## config.mk

```make
export PLATFORM = sky130hd
export DESIGN_NAME = dram_row_seq
export DESIGN_NICKNAME = d
export VERILOG_FILES = /design/src/rtl/drs_pkg.sv /design/src/rtl/drs_phase_timer.sv /design/src/rtl/drs_ctrl.sv /design/src/rtl/drs_bank.sv /design/src/rtl/dram_row_seq.sv
export SDC_FILE = /design/constraint.sdc
export NUM_CORES = 1
export LEC_CHECK = 0
export ABC_AREA = 1
export BUFFER_PORTS_ARGS = -buffer_cell sky130_fd_sc_hd__buf_2
export CAP_MARGIN = 20
export CORE_MARGIN = 4
export CORE_UTILIZATION = 26
export CTS_BUF_LIST = sky130_fd_sc_hd__clkbuf_2 sky130_fd_sc_hd__clkbuf_4 sky130_fd_sc_hd__clkbuf_8
export DETAILED_ROUTE_END_ITERATION = 8
export PLACE_DENSITY_LB_ADDON = 0.2
export SLEW_MARGIN = 20
export SYNTH_ARGS = -nofsm -noshare
export SYNTH_HDL_FRONTEND = slang
export SYNTH_SLANG_ARGS = --single-unit
```

## constraint.sdc

```tcl
create_clock -name clk -period 10.6 [get_ports clk]
set_input_delay 1.59 -clock clk [delete_from_list [all_inputs] [get_ports clk]]
set_output_delay 1.59 -clock clk [all_outputs]
set_load 0.005 [all_outputs]
```

## src/rtl/drs_pkg.sv

```systemverilog
// Package: shared phase encoding for the DRAM row sequencer.
// Assumes: phase codes are visible on the top-level port and must stay fixed.
package drs_pkg;
    typedef enum logic [2:0] {
        PH_IDLE    = 3'd0,
        PH_COL     = 3'd1,
        PH_PRE     = 3'd2,
        PH_ACT     = 3'd3,
        PH_SENSE   = 3'd4,
        PH_ACCESS  = 3'd5,
        PH_RESTORE = 3'd6
    } drs_phase_e;
endpackage

```

## src/rtl/drs_phase_timer.sv

```systemverilog
// Module: down-counter that times the dwell of one sequencer phase.
// Assumes: start is pulsed on entry to a phase with dur >= 1; done is high
// in the last cycle of that phase.
module drs_phase_timer #(
    parameter int CW = 4
) (
    input  logic          clk,
    input  logic          rst_n,
    input  logic          start,
    input  logic [CW-1:0] dur,
    output logic          done
);
    logic [CW-1:0] cnt;

    // Load the remaining cycles on entry, then count down to zero.
    always_ff @(posedge clk) begin
        if (!rst_n)           cnt <= '0;
        else if (start)       cnt <= dur - 1'b1;
        else if (cnt != '0)   cnt <= cnt - 1'b1;
    end

    assign done = (cnt == '0);

    AST_TMR_NONZERO: assert property (@(posedge clk) disable iff (!rst_n)
        start |-> dur != '0);
endmodule

```

## src/rtl/drs_ctrl.sv

```systemverilog
// Module: phase sequencer. Captures the row half of the address with the
// request and the column half one cycle later, then steps through
// precharge, activate, sense, column access and restore.
// Assumes: each timed phase parameter is >= 1 and fits in CW bits.
module drs_ctrl
    import drs_pkg::*;
#(
    parameter int AB        = 3,
    parameter int DW        = 8,
    parameter int CW        = 4,
    parameter int T_PRE     = 2,
    parameter int T_ACT     = 1,
    parameter int T_SENSE   = 2,
    parameter int T_RESTORE = 4
) (
    input  logic          clk,
    input  logic          rst_n,
    input  logic          req_valid,
    input  logic          req_write,
    input  logic          refresh_req,
    input  logic [AB-1:0] addr,
    input  logic [DW-1:0] wdata,
    input  logic          tmr_done,
    output logic          tmr_start,
    output logic [CW-1:0] tmr_dur,
    output drs_phase_e    state,
    output logic          busy,
    output logic [AB-1:0] row_q,
    output logic [AB-1:0] col_q,
    output logic          wr_q,
    output logic [DW-1:0] wdata_q,
    output logic          load_row,
    output logic          access_en,
    output logic          write_back
);
    localparam logic [CW-1:0] D_ONE   = CW'(1);
    localparam logic [CW-1:0] D_PRE   = CW'(T_PRE);
    localparam logic [CW-1:0] D_ACT   = CW'(T_ACT);
    localparam logic [CW-1:0] D_SENSE = CW'(T_SENSE);
    localparam logic [CW-1:0] D_RST   = CW'(T_RESTORE);
    localparam logic [CW:0]   W_PRE   = (CW+1)'(T_PRE);
    localparam logic [CW:0]   W_ACT   = (CW+1)'(T_ACT);
    localparam logic [CW:0]   W_SENSE = (CW+1)'(T_SENSE);
    localparam logic [CW:0]   W_RST   = (CW+1)'(T_RESTORE);

    drs_phase_e nxt;
    logic       is_ref;
    logic [CW:0] dwell;

    // Next-phase selection: fixed order, refresh skips the column steps.
    always_comb begin
        nxt = state;
        unique case (state)
            PH_IDLE:    if (refresh_req) nxt = PH_PRE;
                        else if (req_valid) nxt = PH_COL;
            PH_COL:     nxt = PH_PRE;
            PH_PRE:     if (tmr_done) nxt = PH_ACT;
            PH_ACT:     if (tmr_done) nxt = PH_SENSE;
            PH_SENSE:   if (tmr_done) nxt = is_ref ? PH_RESTORE : PH_ACCESS;
            PH_ACCESS:  nxt = PH_RESTORE;
            PH_RESTORE: if (tmr_done) nxt = PH_IDLE;
            default:    nxt = PH_IDLE;
        endcase
    end

    // Timer load on every phase entry, duration chosen by the new phase.
    always_comb begin
        tmr_start = (nxt != state) && (nxt != PH_IDLE);
        unique case (nxt)
            PH_PRE:     tmr_dur = D_PRE;
            PH_ACT:     tmr_dur = D_ACT;
            PH_SENSE:   tmr_dur = D_SENSE;
            PH_RESTORE: tmr_dur = D_RST;
            default:    tmr_dur = D_ONE;
        endcase
    end

    // Phase register and capture of the two address halves.
    always_ff @(posedge clk) begin
        if (!rst_n) begin
            state   <= PH_IDLE;
            is_ref  <= 1'b0;
            row_q   <= '0;
            col_q   <= '0;
            wr_q    <= 1'b0;
            wdata_q <= '0;
        end else begin
            state <= nxt;
            if (state == PH_IDLE) begin
                if (refresh_req) begin
                    is_ref <= 1'b1;
                    row_q  <= addr;
                    wr_q   <= 1'b0;
                end else if (req_valid) begin
                    is_ref <= 1'b0;
                    row_q  <= addr;
                    wr_q   <= req_write;
                end
            end
            if (state == PH_COL) begin
                col_q   <= addr;
                wdata_q <= wdata;
            end
        end
    end

    // Cycles spent in the current phase, used only by the checks below.
    always_ff @(posedge clk) begin
        if (!rst_n)              dwell <= '0;
        else if (nxt != state)   dwell <= '0;
        else if (dwell != '1)    dwell <= dwell + 1'b1;
    end

    assign busy       = (state != PH_IDLE);
    assign load_row   = (state == PH_SENSE) && tmr_done;
    assign access_en  = (state == PH_ACCESS);
    assign write_back = (state == PH_RESTORE) && tmr_done;

    AST_PRE_TO_ACT: assert property (@(posedge clk) disable iff (!rst_n)
        ($past(state) == PH_PRE && state != PH_PRE) |-> state == PH_ACT);
    AST_ACT_TO_SENSE: assert property (@(posedge clk) disable iff (!rst_n)
        ($past(state) == PH_ACT && state != PH_ACT) |-> state == PH_SENSE);
    AST_PRE_LEN: assert property (@(posedge clk) disable iff (!rst_n)
        ($past(state) == PH_PRE && state != PH_PRE) |-> $past(dwell) + 1'b1 == W_PRE);
    AST_ACT_LEN: assert property (@(posedge clk) disable iff (!rst_n)
        ($past(state) == PH_ACT && state != PH_ACT) |-> $past(dwell) + 1'b1 == W_ACT);
    AST_SENSE_LEN: assert property (@(posedge clk) disable iff (!rst_n)
        ($past(state) == PH_SENSE && state != PH_SENSE) |-> $past(dwell) + 1'b1 == W_SENSE);
    AST_RESTORE_LEN: assert property (@(posedge clk) disable iff (!rst_n)
        ($past(state) == PH_RESTORE && state != PH_RESTORE) |-> $past(dwell) + 1'b1 == W_RST);
    AST_ACCEPT_IDLE: assert property (@(posedge clk) disable iff (!rst_n)
        (state == PH_COL) |-> $past(state) == PH_IDLE);
    AST_REFRESH_NO_COL: assert property (@(posedge clk) disable iff (!rst_n)
        is_ref |-> (state != PH_ACCESS && state != PH_COL));
endmodule

```

## src/rtl/drs_bank.sv

```systemverilog
// Module: behavioural square bank with a row buffer. Opening a row moves
// it into the buffer and drains the cells; the write-back restores it.
// Assumes: load, access and write-back arrive in that order, one row at a time.
module drs_bank #(
    parameter int AB = 3,
    parameter int DW = 8
) (
    input  logic          clk,
    input  logic          rst_n,
    input  logic [AB-1:0] row,
    input  logic [AB-1:0] col,
    input  logic          wr,
    input  logic [DW-1:0] wdata,
    input  logic          load_row,
    input  logic          access_en,
    input  logic          write_back,
    output logic          rd_valid,
    output logic [DW-1:0] rd_data
);
    localparam int N = 1 << AB;

    logic [DW-1:0] mem    [N][N];
    logic [DW-1:0] rowbuf [N];
    logic          row_open;

    // Cell array, row buffer and the read-out register.
    always_ff @(posedge clk) begin
        if (!rst_n) begin
            for (int r = 0; r < N; r++)
                for (int c = 0; c < N; c++)
                    mem[r][c] <= '0;
            for (int c = 0; c < N; c++) rowbuf[c] <= '0;
            row_open <= 1'b0;
            rd_valid <= 1'b0;
            rd_data  <= '0;
        end else begin
            rd_valid <= 1'b0;
            if (load_row) begin
                for (int c = 0; c < N; c++) begin
                    rowbuf[c]   <= mem[row][c];
                    mem[row][c] <= '0;
                end
                row_open <= 1'b1;
            end
            if (access_en) begin
                if (wr) rowbuf[col] <= wdata;
                else begin
                    rd_data  <= rowbuf[col];
                    rd_valid <= 1'b1;
                end
            end
            if (write_back) begin
                for (int c = 0; c < N; c++) mem[row][c] <= rowbuf[c];
                row_open <= 1'b0;
            end
        end
    end

    AST_LOAD_CLOSED: assert property (@(posedge clk) disable iff (!rst_n)
        load_row |-> !row_open);
    AST_WB_OPEN: assert property (@(posedge clk) disable iff (!rst_n)
        write_back |-> row_open);
    AST_ACCESS_OPEN: assert property (@(posedge clk) disable iff (!rst_n)
        access_en |-> row_open);
endmodule

```

## src/rtl/dram_row_seq.sv

```systemverilog
// Module: top of the DRAM row sequencer plus bank model.
// Assumes: host holds addr stable per half as described in the brief.
module dram_row_seq
    import drs_pkg::*;
#(
    parameter int AB        = 3,
    parameter int DW        = 8,
    parameter int T_PRE     = 2,
    parameter int T_ACT     = 1,
    parameter int T_SENSE   = 2,
    parameter int T_RESTORE = 4,
    parameter int CW        = 4
) (
    input  logic          clk,
    input  logic          rst_n,
    input  logic          req_valid,
    input  logic          req_write,
    input  logic          refresh_req,
    input  logic [AB-1:0] addr,
    input  logic [DW-1:0] wdata,
    output logic          busy,
    output logic [2:0]    phase,
    output logic          rd_valid,
    output logic [DW-1:0] rd_data
);
    drs_phase_e    state;
    logic          tmr_start, tmr_done;
    logic [CW-1:0] tmr_dur;
    logic [AB-1:0] row_q, col_q;
    logic          wr_q, load_row, access_en, write_back;
    logic [DW-1:0] wdata_q;

    drs_ctrl #(.AB(AB), .DW(DW), .CW(CW), .T_PRE(T_PRE), .T_ACT(T_ACT),
               .T_SENSE(T_SENSE), .T_RESTORE(T_RESTORE)) u_ctrl (
        .clk(clk), .rst_n(rst_n), .req_valid(req_valid), .req_write(req_write),
        .refresh_req(refresh_req), .addr(addr), .wdata(wdata),
        .tmr_done(tmr_done), .tmr_start(tmr_start), .tmr_dur(tmr_dur),
        .state(state), .busy(busy), .row_q(row_q), .col_q(col_q), .wr_q(wr_q),
        .wdata_q(wdata_q), .load_row(load_row), .access_en(access_en),
        .write_back(write_back)
    );

    drs_phase_timer #(.CW(CW)) u_tmr (
        .clk(clk), .rst_n(rst_n), .start(tmr_start), .dur(tmr_dur), .done(tmr_done)
    );

    drs_bank #(.AB(AB), .DW(DW)) u_bank (
        .clk(clk), .rst_n(rst_n), .row(row_q), .col(col_q), .wr(wr_q),
        .wdata(wdata_q), .load_row(load_row), .access_en(access_en),
        .write_back(write_back), .rd_valid(rd_valid), .rd_data(rd_data)
    );

    assign phase = state;

    AST_RDV_IN_RESTORE: assert property (@(posedge clk) disable iff (!rst_n)
        rd_valid |-> (phase == 3'd6 && $past(phase) == 3'd5));
endmodule

```

; After elaboration in Yosys (flattened, before gate mapping)
; Memories as Yosys holds them, arrays and structs flattened. A register that Yosys moved wholly into a read port is not among the register bits.
; Index checks and enable logic that the tools add are counted.
[totals]
register_bits = 24
latchBits = 0
mem_bits_rw = 576
mem_bits_ro = 0
inputBits = 16
output_inout_bits = 13
word_cells = 109
n_memories = 2
[memory_table]
columns = memory, depth, width, read_ports, rd_clocked_by_memory_dff, write_ports, line_no
row1 = u_bank.mem, 8, 64, 1, 1, 8, drs_bank.sv:22  ; logic [DW-1:0] mem [N][N];
row2 = u_bank.rowbuf, 8, 8, 9, 1, 8, drs_bank.sv:23  ; logic [DW-1:0] rowbuf [N];
[op_classes]
n_addsub = 2
mul = 0
n_div = 0
order_cmp = 0
n_eq_ne = 10
shifts = 0
mux = 53
bitwise_logic = 17
reduce_logical = 17
[ops]
columns = operator, n
row1 = two-way mux 8 bit, 18
row2 = two-way mux 64 bit, 1
row3 = OR reduction 64 bit, 1
row4 = two-way mux 3 bit, 12
row5 = one-hot mux 3 bit (7 select lines), 1
row6 = two-way mux 1 bit, 17
row7 = OR 1 bit, 16
row8 = "equality test 3 bit, second input constant", 5
row9 = "equality test 3 x 2 -> 1 bit, second input constant", 3
row10 = two-way mux 4 bit, 2
row11 = OR reduction 8 bit, 1
row12 = one-hot mux 3 bit (2 select lines), 1
row13 = AND reduction 2 bit, 3
row14 = nonzero test 3 bit, 2
row15 = zero test 4 bit, 1
row16 = nonzero test 2 bit, 2
row17 = nonzero test 4 bit, 1
row18 = "subtractor 3 x 1 -> 4 bit, second input constant", 1
row19 = "subtractor 4 x 1 -> 4 bit, second input constant", 1
row20 = "equality test 3 x 1 -> 1 bit, second input constant", 1
row21 = logical AND 1 bit, 3
row22 = zero test 3 bit, 1
row23 = != test 3 bit, 1
row24 = two-way mux 2 bit, 1
row25 = 3 further kinds, 3

; Depth between registers and ports, before layout
; Gate-level depths: netlist of the first run.
[logic_depth]
word_depth = 8
ltp_mapped = 17
depth_no_buf = 16

; By module
; From an unflattened synthesis of the first run, not the netlist that was laid out.
[unflattened]
cells_unflattened = 3297
area_unflattened_um2 = 28855.2
[modules_own_cells]
columns = module, instances, cells_per_inst, area_per_inst_um2, seq_area_each_um2
row1 = drs_bank, 1, 3119, 27644.0, 17476.8
row2 = drs_ctrl, 1, 130, 914.6, 380.4
row3 = drs_phase_timer, 1, 48, 296.5, 80.1

; Worst setup path before layout of the first run
; No wires, ideal clock.
[synth_timing]
path_type = input to register
startpoint = in rst_n
endpoint = mem u_bank.mem[0][0] (netlist name) (enable)
setup_ns = 0.424
arrival_ns = 4.078
required_ns = 10.176
path_slack_ns = 6.098
stages = 9
path_buffers = 3
cell_sequence = buf_2 inv_2 nor4_2 nor2_2 nor2_4 nand2_1 buf_4 buf_6 nand2_1
[synth_lines]
columns = element, line_no
row1 = start: declaration, dram_row_seq.sv:15  ; input logic rst_n,
row2 = end: declaration, drs_bank.sv:22

==> impl_summary.txt, run 1 <==
----------------------------------------------------
[Outcome]
  Outcome ... finished, final reports clean

[Setup path]
  Worst setup path start ... rst_n
  Origin of the critical flop-to-flop path ... u_ctrl.state[1]
  Required arrival time at the worst endpoint ... 10.91 ns
  Worst path arrival time ... between 5 and 6 ns
  Most numerous cell on the critical path ... sky130_fd_sc_hd__buf_4
  Slowest stage cell on the critical path ... sky130_fd_sc_hd__buf_4
  Crit Path Category ... in2reg
  Highest fanout seen on the critical path ... 65
  CP top delay family ... buffers and inverters
  Crit start category ... input pin
  Buffers and inverters on the worst path ... 5
  Endpoint kind of the worst setup timing path ... flip-flop
  Critical path cell sequence ... buf_2 -> buf_4 -> inv_2 -> nor4_4 -> buf_4 -> nor2_2 -> nor2_4 -> nand2_4 -> nand2_4 -> buf_4
  Delay contributed by the slowest stage of the critical path ... roughly 0.66 ns

[Cells and area]
  Synthesis-to-layout area growth ... 12.1%
  Share of cells above drive strength 1 ... 0.104
  Layout Nets ... 2532

[Yosys]
  Register bit count reported by yosys ... 611
  Primary flip-flop cell chosen by synthesis mapping ... sky130_fd_sc_hd__edfxtp_1
  Cell variety after synth ... 37
  Post-synthesis sequential area ratio ... 0.668
  Synthesized instance count ... between 2k and 3k
  Number of flops mapped to enable cells by yosys ... about 580
  Async SR Flop Fraction ... 0
  Cell Area, Synth ... 27000 um^2
  Mean post-synth cell area ... 10.6 um^2
  Post-synthesis net count ... 2551
  Yosys warning total ... 0

[Pwr]
  Static leakage power ... roughly 10 nW
  Total power density per cell area ... between 200 and 250 nW/um^2
  PnR Total Power ... 7.13 mW
  Maximum ir drop on the vdd rail ... 97.8 uV

[CTS]
  Clock tree from TritonCTS ... built
  Clock transition at path regs ... 0.05 ns
  Cell at the root of the clock tree ... sky130_fd_sc_hd__clkbuf_8
  Post-CTS repair timing setup buffer count ... 0
  Maximum clock path buffer count ... 3
  Number of cells upsized or downsized after cts ... 0
  Clock Sink Count ... 611
  CTS H-tree depth ... 3
  Total CTS buffers ... roughly 110
  CTS hold repair buffers ... 0
  Clock latency at the later pin of the worst-skew pair ... about 0.7 ns

[STA]
  Transition time of the tightest slew-check pin ... about 1.2 ns
  Remaining max-slew budget at the tightest pin ... 0.223
  Setup TNS after final layout ... 0 ns
  Unrepaired setup endpoints after global routing ... false
  Final period demand of the worst path ... 5.54 ns
  Count of final max-slew check failures ... 0
  Maximum achievable frequency ... 0.180 GHz
  Share of the clock period used by the worst path after layout ... 0.523
  Final setup vio count ... 0
  Post-Route Skew ... 0.0308 ns
  Final hold violations ... 0

[Global route]
  Largest net degree at the start of global routing ... 139
  Initial antenna violation count ... 4
  Vias in the first global route ... 19.3k
  Leftover overflow at the end of global routing ... 0
  Total global routing track utilization ... 0.152
  First-pass GRT wire length ... around 120 mm

[Route]
  Number of DRC violations after detailed-routing iteration 0 ... 1724
  Antenna Violating Nets Remaining ... 0
  Total DRC errors in the routed layout ... 0
  Wirelength, routed ... 84.3 mm
  Via density per instance ... between 4 and 5
  Via total after detailed routing ... 19.5k
  Total iterations of the first detailed-routing run ... 7
  Routed length per instance ... 21.2 um

[Floorplan]
  Ports placed on the boundary ... 29
  Effective utilization at floorplan ... 0.263
  Die Outline Area ... 109000 um^2
  Die extent in y ... 330 um
  Std-Cell Core Area ... 102000 um^2
  Rows ... roughly 120
  Overall die width ... 330 um

[Place]
  Global placement routability congestion ... 0.760
  Number of I/O port buffers ... 28
  DP Wirelength ... 44.7 mm

[Flow run]
  Max Cap Viol ... 0

[Min path]
  Path category of the worst min-delay check ... reg2reg
  Origin of the worst min-delay path ... u_ctrl.wr_q

----------------------------------------------------
-- area by class of cell --
cell class | instances | area [um^2]
clock buffers | 160 | 1900
repair buffers | 53 | 328
diodes | 1 | 2.50
fillers | 10600 | 72100
clock inverters | 40 | 186
inverters | 39 | 160
well taps | 1368 | 1710
multi-input cells | 1702 | 7940
flip-flops and latches | 611 | 18000
-- cells in the mapped netlist, types with 20 or more instances --
library cell	n	area [um^2]
sky130_fd_sc_hd__nor2_1	636	2390
sky130_fd_sc_hd__edfxtp_1	576	17300
sky130_fd_sc_hd__nand2_1	470	1760
sky130_fd_sc_hd__o21ai_0	196	981
sky130_fd_sc_hd__a21oi_1	155	776
sky130_fd_sc_hd__clkbuf_1	104	390
sky130_fd_sc_hd__o22ai_1	70	438
sky130_fd_sc_hd__a32o_1	47	470
sky130_fd_sc_hd__buf_6	41	462
sky130_fd_sc_hd__a22oi_1	36	270
sky130_fd_sc_hd__dfxtp_1	35	701
sky130_fd_sc_hd__nand3_1	30	150
sky130_fd_sc_hd__inv_1	28	105
sky130_fd_sc_hd__buf_2	20	100
-- metal layers --
layer  routed length (um)  GRT usage
met2                39500      0.252
met5                   13          0
met4                 2140     0.0451
met3                 4890     0.0246
met1                37700      0.206
-- sequential cells by signal (all words and copies together) (netlist names), named ones only --
name             count
u_ctrl.row_q         3
u_bank.rowbuf       64
u_bank.rd_valid      1
u_ctrl.col_q         3
u_ctrl.wdata_q       8
u_ctrl.is_ref        1
u_ctrl.state         3
u_bank.rd_data       8
u_tmr.cnt            4
u_ctrl.wr_q          1
u_bank.mem         512
-- report_power, final --
group	total [mW]	switching [mW]	internal [mW]
registers	2.96	0.131	2.83
clock network	2.13	0.969	1.16
logic	2.04	1.48	0.556
total	7.13	2.58	4.55
-- through the flow --
step | worst slack, ns | util | hold slack (ns) | area [um^2] | cells
after detailed placement | 4.26 | 0.275 | 0.451 | 28100 | 3773
after global placement | 4.40 | 0.275 | 0.453 | 28100 | 3773
after floorplan | 6.10 | - | 0.422 | 27000 | 2534
after global routing | 4.78 | 0.295 | 0.491 | 30200 | 3974
final | 5.06 | 0.295 | 0.463 | 30200 | 3974
after CTS | 5.02 | 0.295 | 0.471 | 30200 | 3973
-- worst reg2reg max path, cell delays in order (launching register included) --
cell and delay, ns:
sky130_fd_sc_hd__dfxtp_1 0.52, sky130_fd_sc_hd__nand2_1 0.19, sky130_fd_sc_hd__nor4_4 0.25, sky130_fd_sc_hd__buf_4 0.64, sky130_fd_sc_hd__nor2_2 0.20, sky130_fd_sc_hd__nor2_4 0.26, sky130_fd_sc_hd__nand2_4 0.60, sky130_fd_sc_hd__nand2_4 0.63
sky130_fd_sc_hd__buf_4 0.67
-- cell families after synthesis --
kind of cell             Yosys count  share of synthesized area
AO/OA/AOI/OAI                    544                      0.122
buffers and inverters            221                     0.0442
AND/OR/NAND/NOR                 1157                      0.166
flip-flops                       611                      0.668
adder cells (fa/ha/maj)            1                   0.000464
-- path summary, 6_finish.rpt --
| kind | endpoint | slack [ns] | depth (start not counted) |
|---|---|---|---|
| setup reg to reg | u_bank.mem[2][61] | 6.22 | 8 |
| setup / recovery | u_bank.mem[2][61] | 5.06 | 10 |
| hold / removal | u_bank.rd_valid | 0.46 | 1 |
| hold reg to reg | u_bank.rd_valid | 0.46 | 1 |
-- layout by cell type (no fill, tap or decap), types with 26 or more instances in the layout --
| cell | n |
|---|---|
| sky130_fd_sc_hd__a32o_1 | 47 |
| sky130_fd_sc_hd__clkinv_1 | 37 |
| sky130_fd_sc_hd__clkbuf_8 | 111 |
| sky130_fd_sc_hd__nand3_1 | 30 |
| sky130_fd_sc_hd__edfxtp_1 | 576 |
| sky130_fd_sc_hd__buf_2 | 28 |
| sky130_fd_sc_hd__clkbuf_4 | 49 |
| sky130_fd_sc_hd__a22oi_1 | 36 |
| sky130_fd_sc_hd__nand2_1 | 454 |
| sky130_fd_sc_hd__dfxtp_1 | 33 |
| sky130_fd_sc_hd__o21ai_0 | 196 |
| sky130_fd_sc_hd__a21oi_1 | 155 |
| sky130_fd_sc_hd__o22ai_1 | 70 |
| sky130_fd_sc_hd__inv_1 | 26 |
| sky130_fd_sc_hd__nor2_1 | 636 |
Note: power is estimated with default switching activity, not from simulation.
==> run 2, diff against run 1 <==
==> constraint.sdc (replaced) <==
create_clock -name clk -period 5.4 [get_ports clk]
set_input_delay 0.81 -clock clk [delete_from_list [all_inputs] [get_ports clk]]
set_output_delay 0.81 -clock clk [all_outputs]
set_load 0.005 [all_outputs]
==> run 2 against run 1 <==
Net effect: clock skew increased by 0.0048 ns; clock power increased by 100%; combinational power increased by 100%; worst hold slack got worse by 0.058 ns; cell count increased by 0.50%; critical endpoint is now u_bank.mem[0][32]; largest power group unchanged.
==> impl_summary.txt, run 2 (synthesized netlist as in run 1, its figures left out) <==
----------------------------------------------------
[Place]
  DP Wirelength ... 48.5 mm
  Number of I/O port buffers ... 28
  Placed cell count ... ~3.8k
  Cell Area, Placed ... 28300 um^2
  Global placement routability congestion ... 0.765

[Setup path]
  Required arrival time at the worst endpoint ... 5.72 ns
  Crit Path Category ... reg2reg
  Highest fanout seen on the critical path ... 47
  Crit start category ... flip-flop
  Endpoint kind of the worst setup timing path ... flip-flop
  Worst path arrival time ... 3.63 ns

[Global route]
  Vias in the first global route ... 19.6k
  Initial antenna violation count ... 5
  Largest net degree at the start of global routing ... about 170
  Total global routing track utilization ... 0.160
  First-pass GRT wire length ... 130 mm
  Leftover overflow at the end of global routing ... 0

[Floorplan]
  Effective utilization at floorplan ... 0.263
  Ports placed on the boundary ... 29
  Die Outline Area ... 109000 um^2
  Die extent in y ... roughly 330 um
  Overall die width ... 330 um
  Rows ... 117
  Std-Cell Core Area ... 102000 um^2

[Route]
  Total iterations of the first detailed-routing run ... 7
  Via density per instance ... roughly 5.0
  Wirelength, routed ... 89.1 mm
  Antenna Violating Nets Remaining ... 0
  Routed length per instance ... 22.3 um
  Via total after detailed routing ... 19.8k
  Number of DRC violations after detailed-routing iteration 0 ... 1721
  Total DRC errors in the routed layout ... 0

[CTS]
  Clock Sink Count ... 611
  Number of cells upsized or downsized after cts ... 0
  CTS hold repair buffers ... 0
  Total CTS buffers ... 106
  Post-CTS repair timing setup buffer count ... 0
  Clock latency at the later pin of the worst-skew pair ... approximately 0.71 ns
  Maximum clock path buffer count ... 3
  CTS H-tree depth ... 3
  Clock tree from TritonCTS ... built
  Clock transition at path regs ... 0.06 ns
  Cell at the root of the clock tree ... sky130_fd_sc_hd__clkbuf_8

[STA]
  Final hold violations ... 0
  Unrepaired setup endpoints after global routing ... false
  Setup TNS after final layout ... 0 ns
  Post-Route Skew ... roughly 0.036 ns
  Final period demand of the worst path ... 3.31 ns
  Final setup vio count ... 0
  Share of the clock period used by the worst path after layout ... 0.612
  Remaining max-slew budget at the tightest pin ... 0.224
  Maximum achievable frequency ... a little over 0.3 GHz
  Final-layout worst hold slack ... slightly above 0.4 ns
  Count of final max-slew check failures ... 0
  Transition time of the tightest slew-check pin ... 1.16 ns

[Cells and area]
  Layout Nets ... 2553
  Combined flip-flop and latch cell area ... ~18000 um^2
  Share of cells above drive strength 1 ... 0.119
  Most flops, register ... u_bank.mem
  Post-Layout Cell Count ... 3994
  Max FFs per register ... 512
  Leading cell type in the layout, fill and taps excluded ... sky130_fd_sc_hd__nor2_1
  Synthesis-to-layout area growth ... 12.9%
  Number of fillers in the final layout ... 10.6k
  Highest-count cells in the layout ignoring fill and taps ... sky130_fd_sc_hd__nor2_1, sky130_fd_sc_hd__edfxtp_1, sky130_fd_sc_hd__nand2_1
  Largest regs ... u_bank.mem: 512 flops, u_bank.rowbuf: 64 flops
  Multi-input gate area ... between 7000 and 8000 um^2
  Design Area, Final ... ~30000 um^2

[Pwr]
  PnR Total Power ... 14.2 mW
  Total power density per cell area ... 466 nW/um^2
  Maximum ir drop on the vdd rail ... 270 uV
  Static leakage power ... 10.3 nW

[Min path]
  Path category of the worst min-delay check ... in2reg

[Flow run]
  Max Cap Viol ... 0

[Outcome]
  Outcome ... finished, final reports clean

----------------------------------------------------
## run 2: cell types whose count changed in the layout (fill, tap and decap cells not counted), sizes merged
cell      delta
buf         +23
bufinv       -1
clkbuf      +16
clkinv      -21
clkinvlp     +2
inv          +1
## run 2: worst max-delay path: stages, from the launching register on
cell and delay (ns):
sky130_fd_sc_hd__dfxtp_1 0.32, sky130_fd_sc_hd__nor2_2 0.19, sky130_fd_sc_hd__nand2_2 0.17, sky130_fd_sc_hd__nor2_2 0.20
sky130_fd_sc_hd__nand2_2 0.14, sky130_fd_sc_hd__inv_2 0.20, sky130_fd_sc_hd__nor2_2 0.11, sky130_fd_sc_hd__nor2_4 0.25
sky130_fd_sc_hd__nand2_4 0.42, sky130_fd_sc_hd__nand2_4 0.45, sky130_fd_sc_hd__buf_12 0.37
## run 2: layout make-up
type	count	area share
inverter	39	0.00543
clock inverter	21	0.00354
tap	1368	0.0562
multi-input combinational	1702	0.259
antenna	1	0.0000822
clock buffer	176	0.0660
timing repair buffer	76	0.0177
sequential	611	0.592
## run 2: power breakdown
part           internal (mW)  switching [mW]
clock network           2.33            1.92
logic                   1.13            2.97
registers               5.56           0.271
## run 2: through the flow
stage	worst slack [ns]	utilization
floorplan	1.68	-
global placement	1.83	0.277
detailed placement	1.79	0.277
CTS	2.11	0.297
global route	1.93	0.297
finish	2.09	0.297
## run 2: worst paths after layout
check / to / start / cells past startpoint / slack (ns)
worst min register to register: u_bank.rd_valid / u_ctrl.wr_q / 1 / 0.47
worst min-delay path: u_ctrl.wdata_q[7] / wdata[7] / 3 / 0.40
worst max register to register: u_bank.mem[0][32] / u_tmr.cnt[1] / 10 / 2.09
worst max-delay path: u_bank.mem[0][32] / u_tmr.cnt[1] / 10 / 2.09
## run 2: per-layer routing
metal,global-route usage,vias up,share of wire
li1,-,8932,-
met1,0.218,10100,0.45
met2,0.264,605,0.47
met3,0.0287,126,0.058
met4,0.0422,2,0.024
met5,0,-,0.00012
